[src/rtl/intc_prio_pkg.sv]
package intc_prio_pkg;
  localparam int PRIO_W      = 4;
  localparam int FIELDS_WORD = 4;
  localparam int WORD_W      = PRIO_W * FIELDS_WORD;
  localparam int N_DBG       = 2;
  localparam logic [PRIO_W-1:0] PRIO_MAX = '1;
  typedef logic [PRIO_W-1:0] prio_t;
endpackage

[src/rtl/intc_prio_regs.sv]
module intc_prio_regs
  import intc_prio_pkg::*;
#(
  parameter int NUM_SRC = 8,
  parameter int ADDR_W  = 2
) (
  input  logic                     clk,
  input  logic                     rst_n,
  input  logic                     wr_en,
  input  logic [ADDR_W-1:0]        addr,
  input  logic [WORD_W-1:0]        wdata,
  output logic [WORD_W-1:0]        rdata,
  output logic [NUM_SRC*PRIO_W-1:0] prio_flat
);
  localparam int NUM_WORD = (NUM_SRC + FIELDS_WORD - 1) / FIELDS_WORD;

  logic [WORD_W-1:0] word_q [NUM_WORD];

  for (genvar k = 0; k < NUM_WORD; k++) begin : g_word
    logic [WORD_W-1:0] q, d;
    logic              hit;
    assign hit = wr_en && (addr == ADDR_W'(k));
    always_comb begin
      d = q;
      if (hit) d = wdata;
    end
    always_ff @(posedge clk or negedge rst_n) begin
      if (!rst_n) q <= '0;
      else        q <= d;
    end
    assign word_q[k] = q;
  end

  always_comb begin
    rdata = '0;
    for (int k = 0; k < NUM_WORD; k++) begin
      if (addr == ADDR_W'(k)) rdata = word_q[k];
    end
  end

  for (genvar s = 0; s < NUM_SRC; s++) begin : g_field
    assign prio_flat[s*PRIO_W +: PRIO_W] =
      word_q[s / FIELDS_WORD][(s % FIELDS_WORD)*PRIO_W +: PRIO_W];
  end
endmodule

[src/rtl/intc_edge_latch.sv]
module intc_edge_latch (
  input  logic clk,
  input  logic rst_n,
  input  logic req_i,
  input  logic clr_i,
  output logic pend_o
);
  logic samp_q, pend_q, pend_d, rise;

  assign rise = req_i & ~samp_q;

  always_comb begin
    pend_d = pend_q;
    if (clr_i) pend_d = 1'b0;
    if (rise)  pend_d = 1'b1;
  end

  always_ff @(posedge clk or negedge rst_n) begin
    if (!rst_n) begin
      samp_q <= 1'b0;
      pend_q <= 1'b0;
    end else begin
      samp_q <= req_i;
      pend_q <= pend_d;
    end
  end

  assign pend_o = pend_q;
endmodule

[src/rtl/intc_arbiter.sv]
module intc_arbiter
  import intc_prio_pkg::*;
#(
  parameter int N     = 10,
  parameter int IDX_W = $clog2(N)
) (
  input  logic [N-1:0]        req_i,
  input  logic [N*PRIO_W-1:0] prio_i,
  output logic                win_valid,
  output logic [IDX_W-1:0]    win_idx,
  output prio_t               win_lvl
);
  always_comb begin
    win_lvl = '0;
    win_idx = '0;
    for (int i = 0; i < N; i++) begin
      if (req_i[i] && (prio_i[i*PRIO_W +: PRIO_W] > win_lvl)) begin
        win_lvl = prio_i[i*PRIO_W +: PRIO_W];
        win_idx = IDX_W'(i);
      end
    end
  end
  assign win_valid = (win_lvl != '0);
endmodule

[src/rtl/intc_prio_top.sv]
module intc_prio_top
  import intc_prio_pkg::*;
#(
  parameter int NUM_SRC  = 8,
  parameter int ADDR_W   = 2,
  parameter int VEC_W    = 8,
  parameter int VEC_BASE = 64
) (
  input  logic               clk,
  input  logic               rst_n,
  input  logic               bus_wr_en,
  input  logic [ADDR_W-1:0]  bus_addr,
  input  logic [15:0]        bus_wdata,
  output logic [15:0]        bus_rdata,
  input  logic [NUM_SRC-1:0] periph_req,
  input  logic               brk_req,
  input  logic               dbg_req,
  input  logic [3:0]         cpu_mask,
  output logic               irq_req,
  output logic [3:0]         irq_level,
  output logic [VEC_W-1:0]   irq_vector,
  input  logic               irq_ack
);
  localparam int N_TOT = NUM_SRC + N_DBG;
  localparam int IDX_W = $clog2(N_TOT);

  logic [NUM_SRC*PRIO_W-1:0] prio_flat;
  logic [N_DBG-1:0]          dbg_in, dbg_pend, dbg_clr;
  logic [N_TOT-1:0]          all_req;
  logic [N_TOT*PRIO_W-1:0]   all_prio;
  logic                      win_valid;
  logic [IDX_W-1:0]          win_idx;
  prio_t                     win_lvl;
  logic                      fwd;

  intc_prio_regs #(.NUM_SRC(NUM_SRC), .ADDR_W(ADDR_W)) regs_i (
    .clk(clk), .rst_n(rst_n), .wr_en(bus_wr_en), .addr(bus_addr),
    .wdata(bus_wdata), .rdata(bus_rdata), .prio_flat(prio_flat)
  );

  assign dbg_in = {dbg_req, brk_req};

  for (genvar d = 0; d < N_DBG; d++) begin : g_dbg
    assign dbg_clr[d] = irq_ack & fwd & (win_idx == IDX_W'(d));
    intc_edge_latch latch_i (
      .clk(clk), .rst_n(rst_n), .req_i(dbg_in[d]),
      .clr_i(dbg_clr[d]), .pend_o(dbg_pend[d])
    );
    assign all_prio[d*PRIO_W +: PRIO_W] = PRIO_MAX;
  end

  assign all_req = {periph_req, dbg_pend};
  assign all_prio[N_TOT*PRIO_W-1:N_DBG*PRIO_W] = prio_flat;

  intc_arbiter #(.N(N_TOT), .IDX_W(IDX_W)) arb_i (
    .req_i(all_req), .prio_i(all_prio),
    .win_valid(win_valid), .win_idx(win_idx), .win_lvl(win_lvl)
  );

  assign fwd        = win_valid && (win_lvl > cpu_mask);
  assign irq_req    = fwd;
  assign irq_level  = fwd ? win_lvl : '0;
  assign irq_vector = fwd ? (VEC_W'(VEC_BASE) + VEC_W'(win_idx)) : '0;
endmodule

[config.mk]
export PLATFORM = sky130hd
export DESIGN_NAME = intc_prio_top
export DESIGN_NICKNAME = d
export VERILOG_FILES = /design/src/rtl/intc_prio_pkg.sv /design/src/rtl/intc_prio_regs.sv /design/src/rtl/intc_edge_latch.sv /design/src/rtl/intc_arbiter.sv /design/src/rtl/intc_prio_top.sv
export SDC_FILE = /design/constraint.sdc
export NUM_CORES = 1
export LEC_CHECK = 0
export BUFFER_PORTS_ARGS = -buffer_cell sky130_fd_sc_hd__buf_2
export CAP_MARGIN = 20
export CORE_MARGIN = 5
export CORE_UTILIZATION = 58
export DETAILED_ROUTE_END_ITERATION = 16
export GPL_TIMING_DRIVEN = 0
export PLACE_DENSITY = 0.83
export SLEW_MARGIN = 20
export SYNTH_ARGS = -nofsm -noshare
export SYNTH_HDL_FRONTEND = slang
export SYNTH_SLANG_ARGS = --single-unit
[constraint.sdc]
create_clock -name clk -period 37.6 [get_ports clk]
set_clock_uncertainty 0.2 [all_clocks]
set_input_delay 3.76 -clock clk [delete_from_list [all_inputs] [get_ports clk]]
set_output_delay 3.76 -clock clk [all_outputs]
set_load 0.005 [all_outputs]
# [After elaboration in Yosys (flattened, before gate mapping)]
# Index checks and enable logic that the tools add are counted.
[totals] regBits=36 inputBits=36 output_inout_bits=29 word_cells=70
[classes] add_sub_neg=1 n_lt_le_gt_ge=10 n_eq_ne=2 muxes=27 bitwise=7 n_reduce_logical=17
[ops] operator="$mux 4" count=13
[ops] operator="$gt 4x4->1" count=9
[ops] operator="$mux 16" count=2
[ops] operator="$logic_and 1x1->1" count=12
[ops] operator="$mux 3" count=4
[ops] operator="$add 7x4->8 const A" count=1
[ops] operator="$mux 8" count=1
[ops] operator="$and 1x1->1" count=5
[ops] operator="$mux 1" count=5
[ops] operator="$eq 4x1->1 const B" count=1
[ops] operator="$gt 4x4->1 const A" count=1
[ops] operator="$logic_not 4->1" count=1
[ops] operator="$mux 2" count=2
[ops] operator="$reduce_bool 2->1" count=2
[ops] operator="$reduce_bool 4->1" count=1
[ops] operator="$eq 2x1->1 const B" count=1
[ops] operator="$logic_not 2->1" count=1
[ops] operator="$not 1->1" count=2

# [Longest topological paths before layout]
[depth] word_depth=34 mapped_depth=75

# [Cells and area by module]
# From an unflattened synthesis, not the netlist that was laid out.
[hier_totals] cells_unflattened=409 hier_area_um2=3877.5
[modules_own_cells] mod="intc_arbiter" n_inst=1 cells_per_inst=252 area_each_um2=1884.3 seq_area_each_um2=0.0
[modules_own_cells] mod="intc_prio_regs" n_inst=1 cells_per_inst=104 area_each_um2=1510.2 seq_area_each_um2=800.8
[modules_own_cells] mod="intc_prio_top" n_inst=1 cells_per_inst=43 area_each_um2=342.8 seq_area_each_um2=0.0
[modules_own_cells] mod="intc_edge_latch" n_inst=2 cells_per_inst=5 area_each_um2=70.1 seq_area_each_um2=50.0

# [Worst setup path before layout]
# No wires, ideal clock.
[synth_timing] path_kind="input to output" from="in periph_req[0]" to="out irq_vector[6]" arrival_time_ns=15.968 t_required_ns=33.640 slack_ns=17.672 path_stages=66 n_path_buf=2 cell_sequence="nand2_1 nand2_1 inv_1 ha_1 and3_4 a221o_2 nand2_1 mux2_2 ha_1 nor2b_1 o21ai_0 o41ai_1 a211oi_1 a211oi_1 mux2_2 ha_1 and3_1 buf_1 (+30 left out) mux2_4 ha_1 and3_1 nand2_1 a211o_1 o2111a_1 o21ai_2 nor2_1 a21o_1 inv_1 ha_1 a21oi_1 o21ai_0 nand3_1 mux2i_2 o31ai_4 nor2_1 buf_4"
[synth_via] elab_chain_cells=26 elab_cells_between_ends=36 classes_between="add/sub (1); order compare (8); mux (17); reduce/logical (10)"
[synth_lines] element="start: declaration" line_no="intc_prio_top.sv:15" text="input logic [NUM_SRC-1:0] periph_req,"
[synth_lines] element="$logic_and 1x1->1 (*)" line_no="intc_arbiter.sv:17" text="if (req_i[i] && (prio_i[i*PRIO_W +: PRIO_W] > win_lvl)) begin"
[synth_lines] element="$mux 4 (*)" line_no="intc_arbiter.sv:17"
[synth_lines] element="$gt 4x4->1" line_no="intc_arbiter.sv:17"
[synth_lines] element="$logic_and 1x1->1" line_no="intc_arbiter.sv:17"
[synth_lines] element="$mux 4 (*)" line_no="intc_arbiter.sv:17"
[synth_lines] element="$gt 4x4->1" line_no="intc_arbiter.sv:17"
[synth_lines] element="$logic_and 1x1->1" line_no="intc_arbiter.sv:17"
[synth_lines] element="$mux 4 (*)" line_no="intc_arbiter.sv:17"
[synth_lines] element="(+11 left out)"
[synth_lines] element="$mux 4 (*)" line_no="intc_arbiter.sv:17"
[synth_lines] element="$gt 4x4->1" line_no="intc_arbiter.sv:17"
[synth_lines] element="$logic_and 1x1->1" line_no="intc_arbiter.sv:17"
[synth_lines] element="$mux 4 (*)" line_no="intc_arbiter.sv:17"
[synth_lines] element="$gt 4x4->1 / $reduce_bool 4->1 (equally long branches)" line_no="intc_prio_top.sv:60, intc_arbiter.sv:23"
[synth_lines] element="$logic_and 1x1->1 (*)" line_no="intc_prio_top.sv:60" text="assign fwd = win_valid && (win_lvl > cpu_mask);"
[synth_lines] element="via irq_req" line_no="intc_prio_top.sv:19" text="output logic irq_req,"
[synth_lines] element="$mux 8 (*)" line_no="intc_prio_top.sv:63" text="assign irq_vector = fwd ? (VEC_W'(VEC_BASE) + VEC_W'(win_idx)) : '0;"
[synth_lines] element="end: declaration" line_no="intc_prio_top.sv:21" text="output logic [VEC_W-1:0] irq_vector,"
# Mark *: on every way through the listed nets, which the timed path passes. The rest lies on a longest branch.

# [Worst setup path in the final report]
[layout_timing] from="in periph_req[0]" to="out irq_vector[1]"
[layout_via] elab_chain_cells=26 elab_cells_between_ends=36 classes_between="add/sub (1); order compare (8); mux (17); reduce/logical (10)"
[layout_lines] element="$logic_and 1x1->1 (*)" line_no="intc_arbiter.sv:17"
[layout_lines] element="parallel branches: the longest is 24 deep, another holds $gt 4x4->1"
[layout_lines] element="$mux 8 (*)" line_no="intc_prio_top.sv:63"
# Every way passes the cells marked *.

==> results.json <==
{
  "ir_drop_v": 0.0000657,
  "fin_nets": 547,
  "internal_power_uw": 146,
  "netlist.area_leader.share": 0.250,
  "post-place-cells": 554,
  "required_ps": 33640,
  "path_clk_slew_ps": 70,
  "grt_pass1_wl_um": 16100,
  "clk_latency_ps": 290,
  "hold_path_depth": 1,
  "io_pins": 65,
  "initial_core_util": 0.602,
  "post-route-period-util": 0.598,
  "yosysUniqueCellTypes": 71,
  "hp-class": "flop to flop",
  "ys_seq_elements": 36,
  "critPathKind": "primary input to primary output",
  "cp.depth": 67,
  "drive_gt1_frac": 0.261,
  "dpl.hpwl_um": 8040,
  "clockRootBuffer": "clkbuf_8",
  "synthArstFlopShare": 1.00,
  "htree_levels": 2,
  "powerDensity_nw_per_um2": 67.2,
  "power_uw": 275,
  "netlist_area_um2": 3600,
  "crit_path_top_delay_cell": "a211oi_1",
  "antenna_found_initial": 0,
  "final-setup-viol-count": 0,
  "critPathCaptureType": "primary output",
  "area_growth_pct": 13.5,
  "p_clk_frac": 0.102,
  "synth_flop_cell": "dfrtp_1",
  "syn_inst": 418,
  "cts_made_buffers": 5,
  "multiInputGateArea_um2": 2500,
  "worst_pin_slew_ps": 933,
  "fill_cells": 494,
  "cpPeakStageDelay_ps": 760,
  "die-width_um": 88.8,
  "synth.most_common_cell": "nor2_1",
  "drv_slew": 0,
  "holdBufCountCts": 0,
  "cp_data_arrival_time_ps": 18540,
  "seq_area_frac_synth": 0.250,
  "timing.fmax_mhz": 44.4,
  "switching_power_uw": 129,
  "die_area_um2": 7890,
  "antenna-diode-count": 0,
  "switching_share": 0.469,
  "finalHoldViolCount": 0,
  "rsz0062_at_grt": "false",
  "crit_path_start_kind": "primary input",
  "postCtsSetupBuffers": 0,
  "yosysWarnings": 0,
  "clock_path_buffers": 2,
  "instances_no_fill": 562,
  "r2r_cells": 70,
  "path_common_cell": "ha_1",
  "synth_area_leader_cell": "dfrtp_1",
  "vias": 3415,
  "row_count": 28,
  "p_seq_frac": 0.199,
  "port_buffers": 59,
  "dieHeight_um": 88.8,
  "critPathMaxFanout": 10,
  "tns_ps": 0,
  "via_per_inst": 6.08,
  "p_comb_frac": 0.699,
  "cp_num_buf_inv": 6,
  "slew_headroom": 0.374,
  "drt_iter0_markers": 270,
  "gr-total-overflow": 0,
  "status": "finished clean",
  "first_pass_iters": 5,
  "synth_area_leaders": "dfrtp_1 (25%), mux2_2 (9.7%), ha_1 (8.7%)",
  "synth_common_cells": "nor2_1 (43), nand2_1 (40), dfrtp_1 (36)",
  "cts_resized": 0,
  "drc_errors": 0,
  "grt_max_degree": 37,
  "path_delay_family": "compound AO/OA/AOI/OAI gates",
  "leakage_nw": 2.02,
  "drv_cap": 0,
  "grt_pass1_vias": 3391,
  "ant_nets": 0,
  "coreArea_um2": 5990,
  "cts_sinks": 36,
  "drt-total-wl_um": 9930,
  "synth_edf_count": 0,
  "cts_tree": "done",
  "fin_crit_ps": 22500,
  "routedWlPerCell_um": 17.7,
  "track_usage": 0.263,
  "place_congestion": 0.841,
  "seq_area_um2": 901,
  "avgSynthCellArea_um2": 8.62
}
-- path summary, 6_finish.rpt --
check / end / from / slack [ps]
hold / removal: regs_i.g_word[1].q[12] / regs_i.g_word[1].q[12] / 340
setup / recovery: irq_vector[1] / periph_req[0] / 15100
hold reg to reg: regs_i.g_word[1].q[12] / regs_i.g_word[1].q[12] / 340
min in group asynchronous: g_dbg[0].latch_i.pend_o / rst_n / 3350
max in group asynchronous: regs_i.g_word[0].q[13] / rst_n / 33350
setup reg to reg: g_dbg[1].latch_i.pend_o / g_dbg[1].latch_i.pend_o / 21280
-- metrics by stage --
stage               hold WS [ps]  utilization  setup slack [ps]  area, um^2
floorplan                    302            -             17670        3610
detailed placement           325        0.668             15290        4000
global placement             317        0.668             15820        4000
finish                       340        0.683             15100        4090
global route                 373        0.683             14110        4090
CTS                          337        0.683             15250        4090
-- registers in the layout, indices dropped and copies added (netlist names) --
register              flops
g_dbg.latch_i.samp_q      2
g_dbg.latch_i.pend_o      2
regs_i.g_word.q          32
-- cell families after synthesis --
logic type,synth area share
adders and majority gates,0.0896
DFF,0.250
and+or+nand+nor,0.171
xor gates and xnor gates,0.0122
AOI/OAI and AO/OA,0.242
muxes,0.176
other,0.00104
buffers and inverters,0.0580
-- cell type report --
cell class,count,area share
Tap cell,75,0.0229
Buffer,19,0.0217
Sequential cell,36,0.220
Timing Repair Buffer,59,0.0722
Inverter,32,0.0294
Multi-Input combinational cell,333,0.612
Clock buffer,8,0.0220
-- per-layer routing --
metal  global-route usage  vias up  part of all wire
li1                     -     1671                 -
met2                0.439      103              0.48
met4               0.0797        0             0.020
met1                0.348     1626              0.45
met3               0.0447       15             0.054
met5                    0        -                 0
-- cell usage in the layout, fill, tap and decap left out, drive strengths merged, types with 3 or more instances in the layout --
cell type  count
o211ai         5
a221o          3
o41ai          4
a211oi         5
nand3b         4
nand2b         5
nor2b          3
conb           3
nand2         40
mux2i         25
ha            25
buf           67
o211a          4
dfrtp         36
nor2          43
o21a           6
and3           7
inv           32
nor3           6
a21o           7
a21oi         18
o221ai         3
o21ai         32
clkbuf        19
mux2          33
a31o           3
xnor2          4
nand3          8
-- power groups by stage --
stage                     logic, mW  clock network (mW)  registers (mW)
after floorplan               0.140                   0          0.0515
after global placement        0.183                   0          0.0544
after detailed placement      0.190                   0          0.0549
after CTS                     0.191              0.0281          0.0544
after global routing          0.213              0.0299          0.0555
final                         0.192              0.0280          0.0548
Note: power is estimated with default switching activity, not from simulation.
